===== src/rtl/fp_issue_ctl.sv =====
module fp_issue_ctl #(
  parameter int TAG_W    = 4,
  parameter int SDIV_CYC = 17,
  parameter int DDIV_CYC = 31,
  parameter int FSR_CYC  = 3
) (
  input  logic             clk,
  input  logic             rst_n,
  input  logic             flush,
  input  logic             iss_valid,
  input  logic [2:0]       iss_cls,
  input  logic [TAG_W-1:0] iss_tag,
  output logic             iss_ready,
  output logic             cmp_valid,
  output logic [TAG_W-1:0] cmp_tag
);
  localparam int MAXL  = (SDIV_CYC > DDIV_CYC) ? ((SDIV_CYC > FSR_CYC) ? SDIV_CYC : FSR_CYC)
                                               : ((DDIV_CYC > FSR_CYC) ? DDIV_CYC : FSR_CYC);
  localparam int CW    = $clog2(MAXL + 1);
  localparam int DEPTH = 4;

  logic [DEPTH:1]   pv;
  logic [TAG_W-1:0] pt [1:DEPTH];
  logic [CW-1:0]    bcnt;
  logic [CW-1:0]    blat;
  logic [TAG_W-1:0] btag;
  logic             is_blk;
  logic             is_long;
  logic             take;

  always_comb begin
    case (iss_cls)
      3'd2:    blat = CW'(SDIV_CYC);
      3'd3:    blat = CW'(DDIV_CYC);
      3'd4:    blat = CW'(FSR_CYC);
      default: blat = '0;
    endcase
  end

  assign is_blk    = (iss_cls == 3'd2) || (iss_cls == 3'd3) || (iss_cls == 3'd4);
  assign is_long   = (iss_cls == 3'd1);
  assign iss_ready = !flush && (bcnt == '0) &&
                     (is_blk ? (pv == '0) : (is_long || !pv[DEPTH]));
  assign take      = iss_valid && iss_ready;

  always_ff @(posedge clk or negedge rst_n) begin
    if (!rst_n) begin
      pv   <= '0;
      bcnt <= '0;
      btag <= '0;
      for (int k = 1; k <= DEPTH; k++) pt[k] <= '0;
    end else if (flush) begin
      pv   <= '0;
      bcnt <= '0;
    end else begin
      for (int k = 1; k <= DEPTH - 2; k++) begin
        pv[k] <= pv[k+1];
        pt[k] <= pt[k+1];
      end
      pv[DEPTH-1] <= pv[DEPTH] | (take & !is_blk & !is_long);
      pt[DEPTH-1] <= pv[DEPTH] ? pt[DEPTH] : iss_tag;
      pv[DEPTH]   <= take & is_long;
      pt[DEPTH]   <= iss_tag;
      if (take && is_blk) begin
        bcnt <= blat;
        btag <= iss_tag;
      end else if (bcnt != '0) begin
        bcnt <= bcnt - 1'b1;
      end
    end
  end

  assign cmp_valid = pv[1] | (bcnt == CW'(1));
  assign cmp_tag   = pv[1] ? pt[1] : btag;
endmodule



===== config.mk =====
export PLATFORM = sky130hd
export DESIGN_NAME = fp_issue_ctl
export DESIGN_NICKNAME = d
export VERILOG_FILES = /design/src/rtl/fp_issue_ctl.sv
export SDC_FILE = /design/constraint.sdc
export NUM_CORES = 1
export LEC_CHECK = 0
export BUFFER_PORTS_ARGS = -buffer_cell sky130_fd_sc_hd__buf_2
export CORE_MARGIN = 2
export CORE_UTILIZATION = 30
export CTS_CLUSTER_SIZE = 12
export DETAILED_ROUTE_END_ITERATION = 10
export REMOVE_ABC_BUFFERS = 1
export SLEW_MARGIN = 5
export SYNTH_ARGS = -nofsm -noshare
export SYNTH_HDL_FRONTEND = slang
export SYNTH_SLANG_ARGS = --single-unit
export TNS_END_PERCENT = 100

===== constraint.sdc =====
create_clock -name clk -period 2.01 [get_ports clk]
set_clock_uncertainty 0.15 [all_clocks]
set_input_delay 0 -clock clk [delete_from_list [all_inputs] [get_ports clk]]
set_output_delay 0 -clock clk [all_outputs]
set_load 0.03 [all_outputs]

Yosys cells after proc, flatten, opt, wreduce, memory -nomap -nowiden
Cells that the tools add are included.
{"block": "word_totals", "inputBits": 11, "output_inout_bits": 6, "register_bits": 29, "wordCells": 43}
{"block": "classes", "reduce_logical": 16, "muxes": 8, "eq_ne": 5, "bitwise_logic": 6, "add_sub_neg": 1}
{"cell": "two-way mux 5 bit", "n": 3}
{"cell": "case mux 5 bit (3 select lines)", "n": 1}
{"cell": "two-way mux 4 bit", "n": 3}
{"cell": "equality test 3 x 2 -> 1 bit, second input constant", "n": 2}
{"cell": "equality test 5 x 1 -> 1 bit, second input constant", "n": 1}
{"cell": "logical NOT 5 bit", "n": 1}
{"cell": "nonzero test 5 bit", "n": 1}
{"cell": "subtractor 5 x 1 -> 5 bit, second input constant", "n": 1}
{"cell": "logical AND 1 bit", "n": 4}
{"cell": "logical NOT 1 bit", "n": 4}
{"cell": "logical NOT 4 bit", "n": 1}
{"cell": "bitwise AND 1 bit", "n": 3}
{"cell": "equality test 3 x 1 -> 1 bit, second input constant", "n": 1}
{"cell": "equality test 3 bit, second input constant", "n": 1}
{"cell": "logical OR 1 bit", "n": 3}
{"cell": "nonzero test 3 bit", "n": 1}
{"cell": "bitwise OR 1 bit", "n": 2}
{"cell": "AND reduction 2 bit", "n": 1}
{"cell": "two-way mux 1 bit", "n": 1}
{"cell": "NOT 1 bit", "n": 1}

Longest topological paths before layout
Gate-level depths: netlist of the first run.
{"block": "depth", "word_depth": 10, "depth_mapped": 6}

Least setup slack after synthesis of the first run
No wires, ideal clock.
{"block": "synth_timing", "path_type": "register -> output", "start": "register bcnt[0]", "end": "output iss_ready", "path_buffers": 0, "path_stages_with_launch": 7, "arrival_time_ps": 1988, "setup_slack_ps": -128, "required_time_ps": 1860, "path_cell_list": "dfrtp_1 -> inv_1 -> ha_1 -> or4b_2 -> nor2_1 -> o211ai_1 -> a21oi_1"}
{"block": "synth_between", "elab_chain_cells": 3}
{"item": "start, declared", "line": "24", "rtl": "logic [CW-1:0] bcnt;"}
{"item": "start signal, assigned", "line": "65", "rtl": "bcnt <= blat;"}
{"item": "start signal, assigned", "line": "68", "rtl": "bcnt <= bcnt - 1'b1;"}
{"item": "logical NOT 5 bit", "line": "42", "rtl": "assign iss_ready = !flush && (bcnt == '0) &&"}
{"item": "logical AND 1 bit (2 in series)", "line": "42"}
{"item": "end, declared", "line": "13", "rtl": "output logic iss_ready,"}
Every way passes these cells.

Worst setup path in the final report of the first run
Ends and elaborated chain as after synthesis.

==> results.json, run 1 <==
{
  "cp_data_arrival_time_ps": 1830,
  "place_congestion": 0.810,
  "cts.clk_slew.worst_paths_ps": 60,
  "tritoncts": "done",
  "postLayoutCoreUtil_pct": 40.7,
  "antenna_found_initial": 0,
  "syn_inst": 124,
  "cts_made_buffers": 5,
  "overflow": 0,
  "cts-root-buf": "clkbuf_8",
  "diodes": 0,
  "drv_cap": 0,
  "startpoint_type": "register",
  "power_frac_clock_pct": 26.6,
  "final-hold-violation-count": 0,
  "grt.total_usage_pct": 12.4,
  "ios": 17,
  "finalPower_mw": 2.32,
  "p_comb_share_pct": 39.3,
  "hold_path_class": "input port to register",
  "clock_latency_ps": 270,
  "tightest_slew_ps": 637,
  "min_from": "iss_cls[0]",
  "routedWlPerCell_um": 13.1,
  "synth_seq_cells": 29,
  "synth_warnings": 0,
  "place_inst": 209,
  "p_leak_nw": 0.879,
  "ir_worst_vdd_uv": 571,
  "core-area_um2": 4820,
  "layout.cells.non_filler": 230,
  "wl_um": 3020,
  "r2r_end": "btag[1]",
  "grt_start_max_net_pins": 30,
  "synth-seq-area-share_pct": 47.7,
  "clock.fmax_mhz": 505,
  "rows": 25,
  "hold_end": "pv[3]",
  "rsz0062_at_grt": "true",
  "path_max_fanout": 2,
  "htree_levels": 2,
  "portBuffers": 16,
  "synth_area_leaders": "dfrtp_1, mux2_2, mux2_4",
  "ys_types": 39,
  "synth_top_area_share_pct": 47.7,
  "die_area_um2": 5660,
  "post-route-period-util_pct": 98.4,
  "critPathCaptureType": "primary output",
  "slew_violations": 0,
  "grt_pass1_wl_um": 5200,
  "place_hpwl_um": 2100,
  "p_int_mw": 1.60,
  "netlist_area_um2": 1520,
  "vias_per_cell": 4.67,
  "die_w_um": 75.2,
  "slew_headroom_pct": 57.5,
  "reg2reg_from": "bcnt[0]",
  "synth_area_per_cell_um2": 12.3,
  "required_ps": 1860,
  "cts_sinks": 29,
  "p_per_area_nw_per_um2": 1190,
  "clockBufferDepth": 2,
  "synthFlopType": "dfrtp_1",
  "r2r_cells": 6,
  "p_seq_share_pct": 34.1,
  "holdWs_ps": 29.8,
  "route.detailed.drc": 0,
  "nets": 176,
  "vias": 1073,
  "start_util_pct": 31.6,
  "drtIter0Drc": 42,
  "switching_share_pct": 31.3,
  "p_sw_uw": 727,
  "drive_above_1_share_pct": 42.9,
  "status": "complete, no violations",
  "fp.dieH_um": 75.2,
  "synth_area_leader_cell": "dfrtp_1",
  "grt_pass1_vias": 1152,
  "fill_cells": 465,
  "worstHoldPathCells": 4,
  "r2r_setup_slack_ps": 150,
  "area_growth_pct": 28.7,
  "setup_viol": 0,
  "synth_edf_count": 0,
  "final.min_clock_period_ps": 1980,
  "critPathKind": "register to primary output",
  "async_flop_share_pct": 100,
  "firstDrtPassIters": 4,
  "ant_nets": 0
}
==> critical path, cell delays in order, from the launching register on <==
cell,delay [ps]
dfrtp_1,390
inv_2,80
ha_4,130
or4b_4,470
nor2_4,110
o211ai_1,80
a21oi_1,120
buf_4,170
==> registers in the layout, indices dropped and copies added (netlist names) <==
| name | cells |
|---|---|
| pv | 4 |
| btag | 4 |
| pt | 16 |
| bcnt | 5 |
==> synthesized netlist by cell type, types with 2 or more instances <==
cell type  number
buf_6           3
nand2_1         7
a211oi_2        2
nor2b_1         3
xnor2_1         5
o211ai_1        2
a21oi_1         3
mux2_4          4
mux2_2         16
mux2i_1         4
nor3b_1         3
a211oi_1        2
nor3_1          3
ha_1            3
nor2_1          4
inv_1           5
dfrtp_1        29
o21ai_0         5
==> cell usage in the layout (no fill, tap or decap), types with 3 or more instances in the layout <==
cell type and instances:
a21oi_1 3, buf_2 15, buf_4 13, clkbuf_8 6, dfrtp_1 29, dlygate4sd3_1 9, inv_1 3, mux2_2 16
mux2_4 4, mux2i_1 4, nand2_1 7, nor2_1 3, nor2b_1 3, nor3_1 3, nor3b_1 3, o21ai_0 5
xnor2_1 5
==> layer usage <==
metal | up-vias | track usage (%) | share of wire (%)
met4 | 0 | 5.26 | 0.89
met2 | 23 | 20.0 | 48
li1 | 526 | - | -
met1 | 520 | 15.6 | 47
met5 | - | 0 | 0
met3 | 4 | 3.61 | 3.8
==> area by class of cell <==
cell class	instances	area, um^2	share of cell area [%]
clock inverters	1	30.0	1.53
flip-flops and latches	29	726	37.0
repair buffers	37	263	13.4
clock buffers	7	86.3	4.41
multi-input cells	84	752	38.4
well taps	67	83.8	4.28
inverters	5	18.8	0.958
==> repair_timing <==
action / CTS / global route
setup buffers: 3 / 1
endpoints found under the setup margin: 1 / 1
hold buffers: 9 / 0
endpoints found under the hold margin: 43 / 0
gates resized for setup: 8 / 0
pin swaps: 1 / 1
cloned: 0 / 0
==> stage by stage <==
stage          cell area [um^2]  TNS [ps]  setup slack (ps)
2_1_floorplan              1470      -128              -128
3_3_place_gp               1700         0              40.9
3_5_place_dp               1700     -9.35             -9.35
4_1_cts                    1950     -1.69             -1.69
5_1_grt                    1960     -42.0             -42.0
6_report                   1960         0              31.7
==> worst max path at each step <==
stage	from	cells past startpoint	endpoint	slack, ps
after floorplan	bcnt[0]	6	iss_ready	-130
after global placement	bcnt[0]	7	iss_ready	40
after detailed placement	bcnt[1]	7	iss_ready	-9
after CTS	bcnt[0]	7	iss_ready	-2
after global routing	bcnt[0]	7	iss_ready	-40
final	bcnt[0]	7	iss_ready	30
==> logic make-up after synthesis <==
group	Yosys count	synth area share, %
simple gates	29	12.3
mux	24	18.4
buf+inv	11	4.52
fa+ha+maj	3	2.47
xor+xnor	5	2.88
flops	29	47.7
compound gates	23	11.8
==> power groups by stage <==
stage / clock network [mW] / registers [mW] / logic, mW
floorplan: 0 / 0.777 / 0.576
global placement: 0 / 0.787 / 0.793
detailed placement: 0 / 0.798 / 0.807
CTS: 0.634 / 0.793 / 0.910
global route: 0.670 / 0.810 / 0.992
finish: 0.618 / 0.793 / 0.912
(Power assumes the default switching activity.)
==> run 2, diff against run 1 <==
--- a/config.mk
+++ b/config.mk
@@ -6,10 +6,10 @@
 export NUM_CORES = 1
 export LEC_CHECK = 0
 export BUFFER_PORTS_ARGS = -buffer_cell sky130_fd_sc_hd__buf_2
-export CORE_MARGIN = 2
-export CORE_UTILIZATION = 30
+export CORE_UTILIZATION = 45
 export CTS_CLUSTER_SIZE = 12
 export DETAILED_ROUTE_END_ITERATION = 10
+export PLACE_DENSITY = 0.66
 export REMOVE_ABC_BUFFERS = 1
 export SLEW_MARGIN = 5
 export SYNTH_ARGS = -nofsm -noshare
==> constraint.sdc (replaced) <==
create_clock -name clk -period 1.7 [get_ports clk]
set_clock_uncertainty 0.15 [all_clocks]
set_input_delay 0 -clock clk [delete_from_list [all_inputs] [get_ports clk]]
set_output_delay 0 -clock clk [all_outputs]
set_load 0.03 [all_outputs]
==> results.json, run 2 (same netlist as run 1, synthesis figures left out) <==
{
  "place_hpwl_um": 2000,
  "largest_register_ffs": 16,
  "fill_cells": 238,
  "critPathCaptureType": "primary output",
  "top_regs": "pt: 16 flops, bcnt: 5 flops",
  "ant_nets": 0,
  "clock_latency_ps": 320,
  "slew_headroom_pct": 57.2,
  "routedWlPerCell_um": 14.9,
  "clock.fmax_mhz": 471,
  "worstHoldPathCells": 4,
  "core-area_um2": 3130,
  "critPathKind": "register to primary output",
  "cpLargestDelayFamily": "simple AND/OR/NAND/NOR gates",
  "route.detailed.drc": 0,
  "layout_common_cells": "dfrtp_1, buf_4, mux2_2",
  "drv_cap": 0,
  "dp_worst_setup_slack_ps": -330,
  "cts_sinks": 29,
  "slew_violations": 0,
  "diodes": 0,
  "start_util_pct": 48.7,
  "cp.depth": 7,
  "tightest_slew_ps": 642,
  "rows": 20,
  "final.min_clock_period_ps": 2120,
  "die_w_um": 60.2,
  "status": "finished with violations",
  "cp_slowest_cell": "or4b_4",
  "startpoint_type": "register",
  "p_leak_nw": 0.937,
  "slowest_delay_ps": 490,
  "ir_worst_vdd_uv": 657,
  "cp_data_arrival_time_ps": 1970,
  "r2r_cells": 10,
  "worstPathCellList": "inv_2, ha_4, or4b_4, nor2_4, o211ai_1, a21oi_2, buf_6",
  "vias": 1134,
  "ios": 17,
  "grt_pass1_vias": 1122,
  "rsz0062_at_grt": "true",
  "nets": 189,
  "tritoncts": "done",
  "grt_pass1_wl_um": 5180,
  "htree_levels": 2,
  "hold_path_class": "input port to register",
  "clockBufferDepth": 2,
  "place_congestion": 0.796,
  "firstDrtPassIters": 4,
  "fp.dieH_um": 60.2,
  "cp.buffers_inverters": 2,
  "antenna_found_initial": 0,
  "grt.total_usage_pct": 20.4,
  "largest-register": "pt",
  "layout.cells.non_filler": 219,
  "overflow": 0,
  "violations": "negative setup slack",
  "grt_start_max_net_pins": 30,
  "area_growth_pct": 35.6,
  "postLayoutSetupSlackWorst_ps": -423,
  "p_per_area_nw_per_um2": 1370,
  "vias_per_cell": 5.18,
  "post-route-period-util_pct": 125,
  "drtIter0Drc": 27,
  "setup_viol": 11,
  "final-hold-violation-count": 0,
  "place_inst": 190,
  "cts.clk_slew.worst_paths_ps": 90,
  "wl_um": 3270,
  "die_area_um2": 3620,
  "required_ps": 1550,
  "tns_ps": -2820,
  "path_max_fanout": 2,
  "portBuffers": 16,
  "drive_above_1_share_pct": 50.3,
  "cts_made_buffers": 5,
  "layout_commonest_cell": "dfrtp_1",
  "cts-root-buf": "clkbuf_4"
}
[run 2: changes by cell type in the layout (fill, tap and decap cells not counted), moves of 2 or more]
cell           delta
buf_4             +7
dlygate4sd3_1     +2
buf_6             +5
nor3b_2           +2
clkbuf_8          -6
nor3b_1           -2
clkbuf_4          +5
[run 2: layer usage]
metal	share of wire (%)	vias up	track usage (%)	wire, um
li1	-	544	-	-
met1	43	564	24.4	1420
met2	52	19	34.4	1710
met3	2.7	7	6.49	87
met4	1.7	0	6.98	56
met5	0	-	0	0
[run 2: area by class of cell]
cell class | count | area [um^2] | area share (%)
multi-input cells | 84 | 806 | 39.0
flip-flops and latches | 29 | 726 | 35.2
inverters | 5 | 18.8 | 0.909
well taps | 44 | 55.1 | 2.67
clock inverters | 2 | 35.0 | 1.70
clock buffers | 5 | 37.5 | 1.82
repair buffers | 50 | 387 | 18.7
[run 2: tightest hold or removal path: cells and delay by family]
family	cells	cell delay [ps]
simple gates	1	220
buf+inv	1	100
compound gates	2	140
[run 2: path summary, 6_finish.rpt]
kind	startpoint	endpoint	slack (ps)
max in group asynchronous	rst_n	pv[3]	890
min reg2reg	pt[5]	pt[5]	350
min	iss_valid	bcnt[1]	30
max	bcnt[0]	iss_ready	-420
min in group asynchronous	rst_n	pt[15]	80
max reg2reg	bcnt[0]	bcnt[1]	-370
[run 2: through the flow]
stage	area (um^2)	hold slack, ps	power (mW)	util, %
floorplan	1470	-446	1.60	-
global placement	1700	-101	1.90	54.3
detailed placement	1700	-94.9	1.94	54.3
CTS	1990	10.3	2.69	63.7
global route	2060	26.6	3.00	66.0
finish	2060	28.0	2.84	66.0
[run 2: power breakdown]
| part | internal (mW) | leakage (nW) | switching (mW) |
|---|---|---|---|
| registers | 0.835 | 0.364 | 0.102 |
| logic | 0.758 | 0.532 | 0.612 |
| clock network | 0.299 | 0.0410 | 0.229 |
| total | 1.89 | 0.937 | 0.944 |
[run 2: repair_timing]
action / 4_1_cts / 5_1_grt
pin swaps: 5 / 6
hold buffers: 11 / 0
setup buffers: 7 / 6
gates resized for setup: 15 / 11
setup endpoints to repair: 11 / 13
hold endpoints to repair: 43 / 0
